--- src/rtl/rtc_pkg.sv ---
`timescale 1ns/1ps
// rtc_pkg: shared register offsets, interrupt bit positions and the
// internal write-commit record used by the real-time clock core.
package rtc_pkg;
    localparam int ADDR_W = 8;
    localparam int DATA_W = 32;

    // Byte offsets of the register port.
    localparam logic [ADDR_W-1:0] A_BUSY   = 8'h04;
    localparam logic [ADDR_W-1:0] A_SEC    = 8'h08;
    localparam logic [ADDR_W-1:0] A_SHADOW = 8'h0C;
    localparam logic [ADDR_W-1:0] A_MSEC   = 8'h10;
    localparam logic [ADDR_W-1:0] A_SALM0  = 8'h14;
    localparam logic [ADDR_W-1:0] A_MALM   = 8'h1C;
    localparam logic [ADDR_W-1:0] A_MASK   = 8'h28;
    localparam logic [ADDR_W-1:0] A_STAT   = 8'h2C;

    // Interrupt flag layout (mask and status share it).
    localparam int IRQ_W      = 5;
    localparam int N_SEC_ALM  = 2;
    localparam int IB_MALM    = 2;
    localparam logic [IRQ_W-1:0] IRQ_IMPL = 5'b00111;

    // A write that is allowed to change state this cycle.
    typedef struct packed {
        logic              vld;
        logic [ADDR_W-1:0] addr;
        logic [DATA_W-1:0] data;
    } rtc_wr_t;
endpackage

--- src/rtl/rtc_timebase.sv ---
`timescale 1ns/1ps
// rtc_timebase: running seconds and milliseconds counters.
// Each tick adds MS_PER_S to an accumulator modulo TICK_HZ; an overflow is
// one millisecond. Assumes MS_PER_S <= TICK_HZ. A load of the seconds
// counter wins over a carry in the same cycle and keeps the ms phase.
module rtc_timebase #(
    parameter int TICK_HZ  = 32768,
    parameter int MS_PER_S = 1000,
    parameter int MS_W     = $clog2(MS_PER_S)
) (
    input  logic                     clk,
    input  logic                     rst_n,
    input  logic                     tick,
    input  logic                     sec_load,
    input  logic [rtc_pkg::DATA_W-1:0] sec_load_val,
    output logic [rtc_pkg::DATA_W-1:0] sec_o,
    output logic [MS_W-1:0]          msec_o
);
    localparam int ACC_W = $clog2(2 * TICK_HZ);
    localparam logic [ACC_W-1:0] TICK_C  = ACC_W'(TICK_HZ);
    localparam logic [ACC_W-1:0] MS_C    = ACC_W'(MS_PER_S);
    localparam logic [MS_W-1:0]  MS_LAST = MS_W'(MS_PER_S - 1);

    logic [ACC_W-1:0] acc_q;
    logic [ACC_W-1:0] acc_sum;
    logic             ms_step;
    logic             ms_wrap;

    // Accumulator sum and millisecond carry decision.
    always_comb begin
        acc_sum = acc_q + MS_C;
        ms_step = tick && (acc_sum >= TICK_C);
        ms_wrap = ms_step && (msec_o == MS_LAST);
    end

    // Fractional accumulator.
    always_ff @(posedge clk) begin
        if (!rst_n)    acc_q <= '0;
        else if (tick) acc_q <= (acc_sum >= TICK_C) ? acc_sum - TICK_C : acc_sum;
    end

    // Milliseconds counter with wrap.
    always_ff @(posedge clk) begin
        if (!rst_n)       msec_o <= '0;
        else if (ms_wrap) msec_o <= '0;
        else if (ms_step) msec_o <= msec_o + 1'b1;
    end

    // Seconds counter: load beats carry.
    always_ff @(posedge clk) begin
        if (!rst_n)        sec_o <= '0;
        else if (sec_load) sec_o <= sec_load_val;
        else if (ms_wrap)  sec_o <= sec_o + 1'b1;
    end
endmodule

--- src/rtl/rtc_upd_window.sv ---
`timescale 1ns/1ps
// rtc_upd_window: counts slow ticks and opens a refresh window of BUSY_CYC
// bus cycles after every TICKS_PER_UPD-th tick. upd_o marks the window's
// last cycle, on which the visible registers are refreshed.
// Assumes ticks are spaced by more than BUSY_CYC cycles.
module rtc_upd_window #(
    parameter int TICKS_PER_UPD = 8,
    parameter int BUSY_CYC      = 4
) (
    input  logic clk,
    input  logic rst_n,
    input  logic tick,
    output logic busy_o,
    output logic upd_o
);
    localparam int TC_W = $clog2(TICKS_PER_UPD);
    localparam int BC_W = $clog2(BUSY_CYC + 1);
    localparam logic [TC_W-1:0] TC_LAST = TC_W'(TICKS_PER_UPD - 1);
    localparam logic [BC_W-1:0] BC_LOAD = BC_W'(BUSY_CYC);

    logic [TC_W-1:0] tick_cnt_q;
    logic [BC_W-1:0] busy_cnt_q;
    logic            open_win;

    // Window opens on the last tick of a group.
    assign open_win = tick && (tick_cnt_q == TC_LAST);

    // Tick group counter.
    always_ff @(posedge clk) begin
        if (!rst_n)        tick_cnt_q <= '0;
        else if (open_win) tick_cnt_q <= '0;
        else if (tick)     tick_cnt_q <= tick_cnt_q + 1'b1;
    end

    // Busy window down-counter.
    always_ff @(posedge clk) begin
        if (!rst_n)                 busy_cnt_q <= '0;
        else if (open_win)          busy_cnt_q <= BC_LOAD;
        else if (busy_cnt_q != '0)  busy_cnt_q <= busy_cnt_q - 1'b1;
    end

    assign busy_o = (busy_cnt_q != '0);
    assign upd_o  = (busy_cnt_q == BC_W'(1));
endmodule

--- src/rtl/rtc_write_gate.sv ---
`timescale 1ns/1ps
// rtc_write_gate: passes writes straight through outside the refresh
// window, holds one write made inside it and releases it on the window's
// last cycle. A later write in the same window replaces the held one.
module rtc_write_gate (
    input  logic                        clk,
    input  logic                        rst_n,
    input  logic                        wr,
    input  logic [rtc_pkg::ADDR_W-1:0]  addr,
    input  logic [rtc_pkg::DATA_W-1:0]  wdata,
    input  logic                        busy,
    input  logic                        upd,
    output rtc_pkg::rtc_wr_t            commit_o
);
    import rtc_pkg::*;

    rtc_wr_t held_q;
    rtc_wr_t incoming;

    assign incoming = '{vld: wr, addr: addr, data: wdata};

    // Choose what is allowed to change state this cycle.
    always_comb begin
        if (!busy)       commit_o = incoming;
        else if (upd)    commit_o = wr ? incoming : held_q;
        else             commit_o = '0;
    end

    // Holding register for writes made inside the window.
    always_ff @(posedge clk) begin
        if (!rst_n)                  held_q <= '0;
        else if (upd)                held_q <= '0;
        else if (busy && wr)         held_q <= incoming;
    end
endmodule

--- src/rtl/rtc_alarm_irq.sv ---
`timescale 1ns/1ps
// rtc_alarm_irq: alarm compare registers, interrupt mask and W1C status.
// Alarms are evaluated only on refresh cycles by comparing the value being
// copied out with the value currently visible ("becomes equal").
// A flag set beats a clear that lands in the same cycle.
module rtc_alarm_irq (
    input  logic                                   clk,
    input  logic                                   rst_n,
    input  rtc_pkg::rtc_wr_t                       commit,
    input  logic                                   upd,
    input  logic [rtc_pkg::DATA_W-1:0]             sec_new,
    input  logic [rtc_pkg::DATA_W-1:0]             sec_old,
    input  logic [rtc_pkg::DATA_W-1:0]             msec_new,
    input  logic [rtc_pkg::DATA_W-1:0]             msec_old,
    output logic [rtc_pkg::N_SEC_ALM-1:0][rtc_pkg::DATA_W-1:0] salm_o,
    output logic [rtc_pkg::DATA_W-1:0]             malm_o,
    output logic [rtc_pkg::IRQ_W-1:0]              mask_o,
    output logic [rtc_pkg::IRQ_W-1:0]              status_o,
    output logic                                   irq_o
);
    import rtc_pkg::*;

    logic [N_SEC_ALM-1:0] sec_hit;
    logic                 msec_hit;
    logic [IRQ_W-1:0]     set_vec;
    logic [IRQ_W-1:0]     clr_vec;

    // One compare register and match detector per seconds alarm.
    for (genvar i = 0; i < N_SEC_ALM; i++) begin : g_salm
        localparam logic [ADDR_W-1:0] A_THIS = A_SALM0 + ADDR_W'(4 * i);

        // Seconds alarm register write.
        always_ff @(posedge clk) begin
            if (!rst_n)                                   salm_o[i] <= '0;
            else if (commit.vld && commit.addr == A_THIS) salm_o[i] <= commit.data;
        end

        assign sec_hit[i] = upd && (salm_o[i] != '0) &&
                            (sec_new == salm_o[i]) && (sec_old != salm_o[i]);
    end

    // Milliseconds alarm register write.
    always_ff @(posedge clk) begin
        if (!rst_n)                                   malm_o <= '0;
        else if (commit.vld && commit.addr == A_MALM) malm_o <= commit.data;
    end

    assign msec_hit = upd && (msec_new == malm_o) && (msec_old != malm_o);

    // Gather flag sets and W1C clears.
    always_comb begin
        set_vec                  = '0;
        set_vec[N_SEC_ALM-1:0]   = sec_hit;
        set_vec[IB_MALM]         = msec_hit;
        clr_vec = (commit.vld && commit.addr == A_STAT) ? commit.data[IRQ_W-1:0] : '0;
    end

    // Status flags: set wins over clear.
    always_ff @(posedge clk) begin
        if (!rst_n) status_o <= '0;
        else        status_o <= ((status_o & ~clr_vec) | set_vec) & IRQ_IMPL;
    end

    // Interrupt mask: only implemented bits are stored.
    always_ff @(posedge clk) begin
        if (!rst_n)                                   mask_o <= '0;
        else if (commit.vld && commit.addr == A_MASK) mask_o <= commit.data[IRQ_W-1:0] & IRQ_IMPL;
    end

    assign irq_o = |(status_o & mask_o);
endmodule

--- src/rtl/rtc_core.sv ---
`timescale 1ns/1ps
// rtc_core: top of the real-time clock. Holds the bus-visible copies of the
// counters, the shadow seconds register and the read multiplexer.
// Assumes one tick per several bus cycles and word-aligned offsets.
module rtc_core #(
    parameter int TICK_HZ       = 32768,
    parameter int MS_PER_S      = 1000,
    parameter int TICKS_PER_UPD = 8,
    parameter int BUSY_CYC      = 4
) (
    input  logic        clk,
    input  logic        rst_n,
    input  logic        tick_32k,
    input  logic [7:0]  bus_addr,
    input  logic        bus_wr,
    input  logic        bus_rd,
    input  logic [31:0] bus_wdata,
    output logic [31:0] bus_rdata,
    output logic        irq
);
    import rtc_pkg::*;

    localparam int MS_W = $clog2(MS_PER_S);

    logic                 busy_w;
    logic                 upd_w;
    rtc_wr_t              commit_w;
    logic [DATA_W-1:0]    core_sec;
    logic [MS_W-1:0]      core_msec;
    logic [DATA_W-1:0]    core_msec_x;
    logic [DATA_W-1:0]    vis_sec_q;
    logic [DATA_W-1:0]    vis_msec_q;
    logic [DATA_W-1:0]    shadow_q;
    logic [N_SEC_ALM-1:0][DATA_W-1:0] salm_w;
    logic [DATA_W-1:0]    malm_w;
    logic [IRQ_W-1:0]     mask_w;
    logic [IRQ_W-1:0]     status_w;
    logic                 sec_load;

    assign sec_load    = commit_w.vld && (commit_w.addr == A_SEC);
    assign core_msec_x = DATA_W'(core_msec);

    rtc_upd_window #(.TICKS_PER_UPD(TICKS_PER_UPD), .BUSY_CYC(BUSY_CYC)) u_win (
        .clk(clk), .rst_n(rst_n), .tick(tick_32k), .busy_o(busy_w), .upd_o(upd_w)
    );

    rtc_write_gate u_gate (
        .clk(clk), .rst_n(rst_n), .wr(bus_wr), .addr(bus_addr), .wdata(bus_wdata),
        .busy(busy_w), .upd(upd_w), .commit_o(commit_w)
    );

    rtc_timebase #(.TICK_HZ(TICK_HZ), .MS_PER_S(MS_PER_S), .MS_W(MS_W)) u_tb (
        .clk(clk), .rst_n(rst_n), .tick(tick_32k), .sec_load(sec_load),
        .sec_load_val(commit_w.data), .sec_o(core_sec), .msec_o(core_msec)
    );

    rtc_alarm_irq u_alm (
        .clk(clk), .rst_n(rst_n), .commit(commit_w), .upd(upd_w),
        .sec_new(core_sec), .sec_old(vis_sec_q),
        .msec_new(core_msec_x), .msec_old(vis_msec_q),
        .salm_o(salm_w), .malm_o(malm_w), .mask_o(mask_w),
        .status_o(status_w), .irq_o(irq)
    );

    // Bus-visible counter copies, refreshed at the end of each window.
    always_ff @(posedge clk) begin
        if (!rst_n) begin
            vis_sec_q  <= '0;
            vis_msec_q <= '0;
        end else if (upd_w) begin
            vis_sec_q  <= core_sec;
            vis_msec_q <= core_msec_x;
        end
    end

    // Shadow seconds: captured by a milliseconds read.
    always_ff @(posedge clk) begin
        if (!rst_n)                               shadow_q <= '0;
        else if (bus_rd && (bus_addr == A_MSEC))  shadow_q <= vis_sec_q;
    end

    // Read multiplexer; unmapped offsets return zero.
    always_comb begin
        bus_rdata = '0;
        case (bus_addr)
            A_BUSY:                   bus_rdata = DATA_W'(busy_w);
            A_SEC:                    bus_rdata = vis_sec_q;
            A_SHADOW:                 bus_rdata = shadow_q;
            A_MSEC:                   bus_rdata = vis_msec_q;
            A_SALM0:                  bus_rdata = salm_w[0];
            A_SALM0 + ADDR_W'(4):     bus_rdata = salm_w[1];
            A_MALM:                   bus_rdata = malm_w;
            A_MASK:                   bus_rdata = DATA_W'(mask_w);
            A_STAT:                   bus_rdata = DATA_W'(status_w);
            default:                  bus_rdata = '0;
        endcase
    end
endmodule

--- config.mk ---
export PLATFORM = sky130hd
export DESIGN_NAME = rtc_core
export DESIGN_NICKNAME = d
export VERILOG_FILES = /design/src/rtl/rtc_pkg.sv /design/src/rtl/rtc_timebase.sv /design/src/rtl/rtc_upd_window.sv /design/src/rtl/rtc_write_gate.sv /design/src/rtl/rtc_alarm_irq.sv /design/src/rtl/rtc_core.sv
export SDC_FILE = /design/constraint.sdc
export NUM_CORES = 1
export LEC_CHECK = 0
export BUFFER_PORTS_ARGS = -buffer_cell sky130_fd_sc_hd__clkbuf_2
export CAP_MARGIN = 25
export CORE_ASPECT_RATIO = 0.7
export CORE_MARGIN = 2
export CORE_UTILIZATION = 50
export DETAILED_ROUTE_END_ITERATION = 6
export GPL_ROUTABILITY_DRIVEN = 0
export GPL_TIMING_DRIVEN = 0
export PLACE_DENSITY = 0.73
export SYNTH_ARGS = -nofsm -noshare
export SYNTH_HDL_FRONTEND = slang
export SYNTH_HIERARCHICAL = 1
export SYNTH_SLANG_ARGS = --single-unit
--- constraint.sdc ---
create_clock -name clk -period 2.9 [get_ports clk]
set_input_delay 0.435 -clock clk [delete_from_list [all_inputs] [get_ports clk]]
set_output_delay 0.435 -clock clk [all_outputs]
set_load 0.05 [all_outputs]
==> impl_metrics.tcl, run 1 <==
set metrics [dict create \
    die_h_um 153 \
    cts_num_sinks 277 \
    setup_ws_ns -0.0250 \
    whs_path_depth 3 \
    insertion_delay_ns 0.58 \
    use_met1_pct 47.3 \
    p_switching_mw 3.86 \
    start_util_pct 50.7 \
    grt_use_met3_pct 10.9 \
    whs_ns 0.130 \
    grt.busiest_layer "met2" \
    synth_warnings 6 \
    cp.required_ns 2.47 \
    p_leak_nw 6.45 \
    fin_crit_ns 2.92 \
    hp-class "in2reg" \
    num_rows 54 \
    worstPathArrival_ns 2.49 \
    ys_ff_latch 277 \
    hold_violations 0 \
    grt_pass1_wl_um 87000 \
    max_freq_ghz 0.342 \
    grt.total_usage_pct 34.3 \
    antenna_left 0 \
    syn_to_final_growth_pct 15.0 \
    final_cell_mix "dfxtp_1 (263), nand2_1 (223), xnor2_1 (156)" \
    routed_wl_um 58700 \
    cts_tree "yes" \
    crit_slowest_cell "nor4bb_1" \
    diodes 0 \
    p_sw_share_pct 34.0 \
    status "finished with violations" \
    overflow 0 \
    die_area_mm2 0.0330 \
    endpoint_kind "output pin" \
    viasPerCell 6.43 \
    powerDensity_mw_per_mm2 627 \
    final_common_cell "dfxtp_1" \
    crit_path_max_fanout 10 \
    power.ir.vdd_worst_uv 425 \
    grt_max_degree 20 \
    synth_flop_cell "dfxtp_1" \
    synth_edf_count 0 \
    rr_worst_depth 11 \
    async_reset_ff_share_pct 0 \
    met2_usage_pct 49.9 \
    antenna_found_initial 0 \
    worstMarginPinSlew_ns 0.872 \
    cp-startpoint "bus_addr[2]" \
    fin_crit_sh_pct 101 \
    failed_checks "design-rule violations, negative setup slack" \
    avgRoutedWirePerCell_um 24.5 \
    drc_errors 7 \
    port_buffers 77 \
    synthCells 1795 \
    p_int_mw 7.52 \
    p_seq_share_pct 37.8 \
    root_buffer "clkbuf_16" \
    grt_pass1_vias 14200 \
    cpPeakStageDelay_ns 0.34 \
    h-tree-depth 1 \
    cts.path.max_buffers 3 \
    dp_hpwl_um 44500 \
    synth_area_mm2 0.0158 \
    critical_path_class "in2out" \
    clkPwrFrac_pct 34.4 \
    finClkSkew_ns 0.0178 \
    drt_iter0_markers 2543 \
    combPwrFrac_pct 27.8 \
    drive_gt1_share_pct 15.2 \
    design_area_mm2 0.0181 \
    clkTransAtPathRegs_ns 0.06 \
    setup_viol 1 \
    syn_avg_cell_area_um2 8.79 \
    vias 15400 \
    cts-buffers-inserted 28 \
    maxSlewHeadroom_pct 41.3 \
    utilization_pct 58.3 \
    max-cap-violations 0 \
    rsz0062_at_grt "true" \
    synth.distinct_cells 71 \
    startpoint_type "input pin" \
    die_w_um 216 \
    ys_seq_area_share_pct 35.2 \
    io_pins 78 \
    placed_area_mm2 0.0169 \
    min-delay-start "bus_wdata[26]" \
    rrSetupSlack_ns 0.07 \
    crit_chain "clkbuf_2 -> nor4bb_1 -> clkbuf_4 -> buf_4 -> clkbuf_4 -> nand4_1 -> nand4_1 -> buf_2" \
    firstDrtPassIters 7 \
    r2r-end "u_alm/salm_o[19]" \
    fin_nets 2007 \
    maxSlewViolCount 0 \
    r2r_start "u_win/busy_cnt_q[1]" \
    core_mm2 0.0311 \
    whs_endpoint "u_gate/held_q[26]" \
]
[sequential cells by signal (all words and copies together) (netlist names)]
signal and flops:
u_win/busy_cnt_q 3, u_alm/mask_o 3, u_win/tick_cnt_q 3, u_tb/msec_o 10, vis_sec_q 32, shadow_q 32, u_alm/malm_o 32, u_tb/acc_q 12
vis_msec_q 10, u_alm/salm_o 64, u_gate/held_q 41, u_tb/sec_o 32, u_alm/status_o 3
[through the flow]
stage	TNS (ns)	power, mW	std cells	worst slack [ns]
floorplan	-0.661	6.30	1841	-0.0645
global placement	-36.98	7.13	2338	-0.726
detailed placement	-50.40	7.20	2338	-0.852
CTS	0	11.2	2396	0.00299
global route	-0.815	11.7	2395	-0.0923
finish	-0.0250	11.4	2395	-0.0250
[layout make-up]
| cell class | count | area (um^2) |
|---|---|---|
| inverter | 14 | 52.6 |
| clock buffer | 39 | 813 |
| clock inverter | 12 | 166 |
| sequential | 277 | 5570 |
| buffer | 123 | 693 |
| timing repair buffer | 90 | 502 |
| tap | 420 | 526 |
| fill | 2790 | 12900 |
| multi-input combinational | 1420 | 9810 |
[Yosys cell counts, types with 4 or more instances]
| cell | count | share of area, % |
|---|---|---|
| dfxtp_1 | 277 | 35 |
| nand2_1 | 223 | 5.3 |
| xnor2_1 | 156 | 8.7 |
| mux2i_1 | 93 | 5.9 |
| nor2b_1 | 80 | 3.2 |
| a21boi_0 | 75 | 3.6 |
| o21ai_0 | 71 | 2.3 |
| nand3_1 | 64 | 2.0 |
| a22o_1 | 60 | 3.3 |
| xor2_1 | 60 | 3.3 |
| clkbuf_1 | 59 | 1.4 |
| nand4_1 | 59 | 2.3 |
| buf_2 | 57 | 1.8 |
| a21oi_1 | 52 | 1.7 |
| a22oi_1 | 51 | 2.4 |
| nor4_1 | 48 | 1.9 |
| a21bo_1 | 27 | 1.7 |
| a21boi_1 | 24 | 1.1 |
| a31oi_1 | 24 | 0.95 |
| nor2_1 | 23 | 0.55 |
| or4_1 | 20 | 0.95 |
| o31ai_1 | 16 | 0.76 |
| a21bo_2 | 15 | 0.95 |
| inv_1 | 14 | 0.33 |
| or3_1 | 14 | 0.56 |
| and2_1 | 9 | 0.36 |
| and3_1 | 9 | 0.36 |
| buf_6 | 9 | 0.64 |
| ha_1 | 8 | 0.63 |
| nand2b_1 | 7 | 0.28 |
| buf_4 | 5 | 0.24 |
| mux2_2 | 5 | 0.36 |
| mux4_2 | 5 | 0.71 |
| nand3b_1 | 5 | 0.24 |
| nor3_1 | 5 | 0.16 |
| nor4b_1 | 5 | 0.28 |
| nor3b_1 | 4 | 0.19 |
| or2_2 | 4 | 0.16 |
[power groups by stage]
stage,registers (mW),logic [mW],clock network (mW)
detailed placement,4.36,2.85,0
global route,4.31,3.33,4.09
floorplan,4.26,2.04,0
global placement,4.34,2.79,0
CTS,4.28,2.99,3.94
finish,4.30,3.16,3.92
[layer usage]
layer	vias up	routed length (um)
li1	6737	-
met1	7377	23900
met3	219	8170
met5	-	0
met4	0	2610
met2	1072	24000
[timing repair]
action                                  4_1_cts  5_1_grt
buffers inserted                             10        2
pin swaps                                     8        6
hold buffers                                  0        0
endpoints found under the setup margin      141      136
resized for setup                            45       48
hold endpoints to repair                      0        0
gates cloned                                  1        0
[worst max path at each step]
stage / to / slack, ns / depth (start not counted)
after floorplan: bus_rdata[12] / -0.06 / 4
after global placement: u_tb/sec_o[3] / -0.73 / 16
after detailed placement: u_tb/sec_o[30] / -0.85 / 16
after CTS: bus_rdata[4] / 0.003 / 7
after global routing: bus_rdata[0] / -0.09 / 8
final: bus_rdata[0] / -0.02 / 8
[critical path: cells and delay by family]
family | cells | cell delay [ns]
buffers and inverters | 5 | 1.40
AND/OR/NAND/NOR | 3 | 0.64
[cells by family after synthesis]
| kind of cell | after synthesis | synth area share [%] |
|---|---|---|
| simple gates | 603 | 20.6 |
| compound gates | 441 | 20.1 |
| flops | 277 | 35.2 |
| xor+xnor | 216 | 12.0 |
| buf+inv | 145 | 4.46 |
| mux | 103 | 6.97 |
| fa+ha+maj | 8 | 0.635 |
| other cells | 2 | 0.0476 |
Note: power is estimated with default switching activity, not from simulation.
==> run 2: changes to the inputs <==
CTS_BUF_LIST = sky130_fd_sc_hd__clkbuf_16   (was default)
==> run 2 against run 1 <==
Global-route usage is essentially flat. First-iteration DRC count grew 0.59%. Maximum frequency grew 0.61%. The run still ends with design-rule violations, negative setup slack left. Critical path depth grew 3. Critical path type is now reg2reg. Worst hold slack lost 0.0043 ns. Combinational power grew 1%. Setup slack gained 0.018 ns. Register-to-register slack lost 0.08 ns. Cell count grew 0.13%. Clock-buffer cell count shrank 10. Die area is the same. Critical endpoint is now u_alm/malm_o[11]. Clock skew is essentially flat.
==> impl_metrics.tcl, run 2 (synthesized netlist as in run 1, its figures left out) <==
set metrics [dict create \
    final_cell_mix "dfxtp_1 (263), nand2_1 (223), xnor2_1 (156)" \
    antenna_found_initial 0 \
    p_int_mw 7.39 \
    dp_hpwl_um 44500 \
    combPwrFrac_pct 28.4 \
    io_pins 78 \
    fin_crit_sh_pct 100 \
    maxSlewViolCount 0 \
    die_area_mm2 0.0330 \
    port_buffers 77 \
    die_w_um 216 \
    h-tree-depth 1 \
    grt_pass1_wl_um 87100 \
    hp-class "in2reg" \
    fillers 2798 \
    worstPathArrival_ns 3.41 \
    firstDrtPassIters 7 \
    max_freq_ghz 0.344 \
    grt.total_usage_pct 34.3 \
    grt_pass1_vias 14300 \
    cts.path.max_buffers 3 \
    root_buffer "clkbuf_16" \
    syn_to_final_growth_pct 14.7 \
    viasPerCell 6.42 \
    finClkSkew_ns 0.0183 \
    multi_input_area_mm2 0.00980 \
    grt_max_degree 20 \
    cts_num_sinks 277 \
    maxSlewHeadroom_pct 42.5 \
    clkPwrFrac_pct 33.5 \
    hold_buffers 0 \
    failed_checks "design-rule violations, negative setup slack" \
    r2r_start "u_win/busy_cnt_q[1]" \
    drive_gt1_share_pct 15.1 \
    status "finished with violations" \
    crit_path_max_fanout 10 \
    drc_errors 3 \
    utilization_pct 58.2 \
    cp-startpoint "u_win/busy_cnt_q[1]" \
    cp.required_ns 3.40 \
    total_power_mw 11.3 \
    fin_nets 2010 \
    p_switching_mw 3.87 \
    hold_violations 0 \
    powerDensity_mw_per_mm2 622 \
    p_leak_nw 6.44 \
    dpl.cell_count 2338 \
    largest_reg_flops 64 \
    ff_latch_area_mm2 0.00557 \
    cts-buffers-inserted 28 \
    layout.cells.non_filler 2398 \
    rsz0062_at_grt "true" \
    critical_path_class "reg2reg" \
    start_util_pct 50.7 \
    avgRoutedWirePerCell_um 24.5 \
    top_regs "u_alm/salm_o (64), u_gate/held_q (41)" \
    p_sw_share_pct 34.4 \
    max-cap-violations 0 \
    vias 15400 \
    fin_crit_ns 2.91 \
    num_rows 54 \
    final_common_cell "dfxtp_1" \
    core_mm2 0.0311 \
    min-delay-start "bus_wdata[26]" \
    worstMarginPinSlew_ns 0.854 \
    setup_viol 1 \
    insertion_delay_ns 0.58 \
    routed_wl_um 58800 \
    clkTransAtPathRegs_ns 0.06 \
    startpoint_type "register" \
    setup_ws_ns -0.00736 \
    power.ir.vdd_worst_uv 424 \
    cts_tree "yes" \
    endpoint_kind "register" \
    drt_iter0_markers 2558 \
    overflow 0 \
    antenna_left 0 \
    die_h_um 153 \
    largest_register "u_alm/salm_o" \
    p_seq_share_pct 38.1 \
    fin_setup_tns_ns -0.00736 \
    diodes 0 \
]
-- run 2: timing repair --
action | 4_1_cts | 5_1_grt
endpoints found under the setup margin | 140 | 144
endpoints found under the hold margin | 0 | 0
gates cloned | 1 | 0
setup buffers | 10 | 4
resized for setup | 45 | 48
pin swaps | 8 | 6
-- run 2: path summary, 6_finish.rpt --
kind	to	slack [ns]	cells after the start
max	u_alm/malm_o[11]	-0.007	11
min	u_gate/held_q[26]	0.13	3
max reg2reg	u_alm/malm_o[11]	-0.007	11
min reg2reg	shadow_q[6]	0.45	2
-- run 2: metal layers --
metal  vias to the layer above  share of wire [%]  track usage (%)
li1                       6763                  -                -
met1                      7320                 41             47.5
met2                      1097                 41             49.9
met3                       217                 14             10.7
met4                         0                4.1             12.5
met5                         -                  0                0
-- run 2: metrics by stage --
step | area (um^2) | hold slack, ns | setup slack, ns
5_1_grt | 18100 | 0.132 | -0.0777
6_report | 18100 | 0.125 | -0.00736
3_3_place_gp | 16900 | 0.443 | -0.726
4_1_cts | 18000 | 0.118 | 0.00299
3_5_place_dp | 16900 | 0.447 | -0.852
2_1_floorplan | 15900 | 0.433 | -0.0645
-- run 2: layout make-up --
type,instances,area share (%)
multi-input cells,1420,54.2
flip-flops and latches,277,30.8
clock buffers,29,4.01
plain buffers,124,3.86
well taps,420,2.90
repair buffers,92,2.86
clock inverters,22,1.13
inverters,14,0.290
-- run 2: power by group through the flow --
stage | sequential [mW] | combinational, mW | clock [mW]
floorplan | 4.26 | 2.04 | 0
global placement | 4.34 | 2.79 | 0
detailed placement | 4.36 | 2.85 | 0
CTS | 4.28 | 2.99 | 3.78
global route | 4.31 | 3.36 | 3.92
finish | 4.29 | 3.20 | 3.77
-- run 2: critical path: stages (launching register included) --
cell and delay, ns:
dfxtp_2 0.32, inv_1 0.06, ha_1 0.18, and2b_2 0.24, and3b_2 0.28, a22o_1 0.27, nor2_2 0.21, nand4_4 0.18
nor2_2 0.42, buf_2 0.31, nand2_1 0.18, a21boi_0 0.19
==> run 3: changes to the inputs <==
==> constraint.sdc (replaced) <==
create_clock -name clk -period 2.9 [get_ports clk]
set_input_delay 0.435 -clock clk [delete_from_list [all_inputs] [get_ports clk]]
set_output_delay 0.435 -clock clk [all_outputs]
set_load 0.1 [all_outputs]
==> run 3 against run 2 <==
The run ends with negative setup slack left. Non-clock buffer count increased by 5. Core utilization increased by 0.60 points. Sequential share of layout area down 0.30 points. Maximum frequency down 0.23%. Sequential cell count is the same. Highest routed layer is now met5. Largest cell class unchanged. Cell count rose by 0.17%.
==> impl_metrics.tcl, run 3 (synthesized netlist as in run 1, its figures left out) <==
set metrics [dict create \
    powerDensity_mw_per_mm2 605 \
    fillers 2777 \
    cpMostUsedCell "or4_4" \
    cp.required_ns 3.40 \
    rr_worst_depth 7 \
    routed_wl_um 58900 \
    maxSlewHeadroom_pct 42.8 \
    fin_setup_tns_ns -0.0141 \
    root_buffer "clkbuf_16" \
    largest_register "u_alm/salm_o" \
    crit_path_max_fanout 10 \
    top_regs "u_alm/salm_o (64), u_gate/held_q (41)" \
    firstDrtPassIters 6 \
    rrSetupSlack_ns -0.01 \
    ff_latch_area_mm2 0.00557 \
    drc_errors 0 \
    critical_path_class "reg2reg" \
    insertion_delay_ns 0.58 \
    core_mm2 0.0311 \
    power.ir.vdd_worst_uv 473 \
    status "finished with violations" \
    failed_checks "negative setup slack" \
    setup_viol 1 \
    dp_hpwl_um 44600 \
    largest_reg_flops 64 \
    max_freq_ghz 0.343 \
    die_area_mm2 0.0330 \
    whs_path_depth 3 \
    final_common_cell "dfxtp_1" \
    worstMarginPinSlew_ns 0.850 \
    maxSlewViolCount 0 \
    die_h_um 153 \
    hp-class "in2reg" \
    viasPerCell 6.39 \
    io_pins 78 \
    start_util_pct 50.7 \
    setup_ws_ns -0.0141 \
    grt_pass1_vias 14100 \
    utilization_pct 58.8 \
    antenna_found_initial 0 \
    final_cell_mix "dfxtp_1 (262), nand2_1 (223), xnor2_1 (156)" \
    cts.path.max_buffers 3 \
    port_buffers 77 \
    drive_gt1_share_pct 17.0 \
    finClkSkew_ns 0.0370 \
    clkTransAtPathRegs_ns 0.07 \
    crit_slowest_cell "or4_4" \
    crit_chain "nand4_1 -> or4_4 -> or4_4 -> clkbuf_4 -> buf_2 -> or3_1 -> a31oi_1" \
    p_leak_nw 6.47 \
    worstPathArrival_ns 3.41 \
    placed_area_mm2 0.0169 \
    overflow 0 \
    hold_buffers 0 \
    design_area_mm2 0.0183 \
    cts-buffers-inserted 28 \
    r2r-end "u_tb/sec_o[14]" \
    r2r_start "u_tb/sec_o[6]" \
    grt_max_degree 16 \
    hold_violations 0 \
    cpPeakStageDelay_ns 0.64 \
    cts_num_sinks 277 \
    fin_crit_ns 2.91 \
    fin_nets 2015 \
    rsz0062_at_grt "true" \
    syn_to_final_growth_pct 15.9 \
    cts_tree "yes" \
    grt.total_usage_pct 34.4 \
    die_w_um 216 \
    antenna_left 0 \
    whs_endpoint "u_gate/held_q[13]" \
    max-cap-violations 0 \
    fin_crit_sh_pct 100 \
    min-delay-start "bus_wdata[13]" \
    startpoint_type "register" \
    multi_input_area_mm2 0.00993 \
    diodes 0 \
    grt_pass1_wl_um 87200 \
    num_rows 54 \
    drt_iter0_markers 2417 \
    h-tree-depth 1 \
    endpoint_kind "register" \
    vias 15400 \
    avgRoutedWirePerCell_um 24.5 \
]
[run 3: cell types whose count changed in the layout (fill, tap and decap cells not counted), moves of 3 or more]
cell and delta:
bufinv_16 -3, inv_1 -5, clkbuf_2 -27, buf_2 +3
clkbuf_4 +18, o21ai_0 -41, clkinvlp_4 +3, o21ai_1 +23
o21ai_2 +18, buf_4 +10
[run 3: worst max-delay path by stage]
stage | from | to | slack [ns] | cells past startpoint
CTS | u_win/busy_cnt_q[1] | u_tb/sec_o[8] | 0.003 | 14
floorplan | bus_addr[1] | bus_rdata[12] | -0.37 | 4
global placement | u_win/busy_cnt_q[0] | u_tb/sec_o[3] | -0.69 | 16
detailed placement | u_win/busy_cnt_q[0] | u_tb/sec_o[3] | -0.81 | 16
finish | u_tb/sec_o[6] | u_tb/sec_o[14] | -0.01 | 7
global route | u_win/busy_cnt_q[1] | u_tb/sec_o[8] | -0.10 | 14
[run 3: timing repair]
item	4_1_cts	5_1_grt
endpoints found under the setup margin	162	136
buffers inserted	12	7
pin swaps	9	12
resized for setup	71	104
gates cloned	1	0
hold endpoints to repair	0	0
[run 3: per-layer routing]
layer / global-route usage [%] / share of wire [%]
met5: 1.88 / 0.15
met4: 10.6 / 3.4
met3: 12.6 / 14
met2: 50.1 / 41
met1: 47.0 / 41
[run 3: critical path: cells and delay by family (launching register included)]
kind / cells / cell delay [ns]
and+or+nand+nor: 4 / 1.71
DFF: 1 / 0.50
buffers and inverters: 2 / 0.43
AOI/OAI and AO/OA: 1 / 0.19
[run 3: report_power, final]
group,total [mW],switching [mW],internal [mW]
logic,3.22,2.00,1.22
registers,4.30,0.280,4.02
clock network,3.54,1.63,1.90
total,11.1,3.92,7.14
[run 3: cell type report]
cell class,count,share of cell area [%]
multi-input combinational,1420,54.3
sequential,277,30.5
clock buffer,29,3.97
buffer,124,3.80
timing repair buffer,97,3.46
tap,420,2.87
clock inverter,21,0.767
inverter,14,0.315
[run 3: through the flow]
step | hold WS (ns) | cells | total power, mW | worst slack (ns)
3_3_place_gp | 0.442 | 2338 | 7.15 | -0.695
4_1_cts | 0.113 | 2396 | 10.9 | 0.00345
2_1_floorplan | 0.433 | 1841 | 6.30 | -0.369
6_report | 0.122 | 2402 | 11.1 | -0.0141
3_5_place_dp | 0.448 | 2338 | 7.22 | -0.810
5_1_grt | 0.128 | 2402 | 11.4 | -0.104
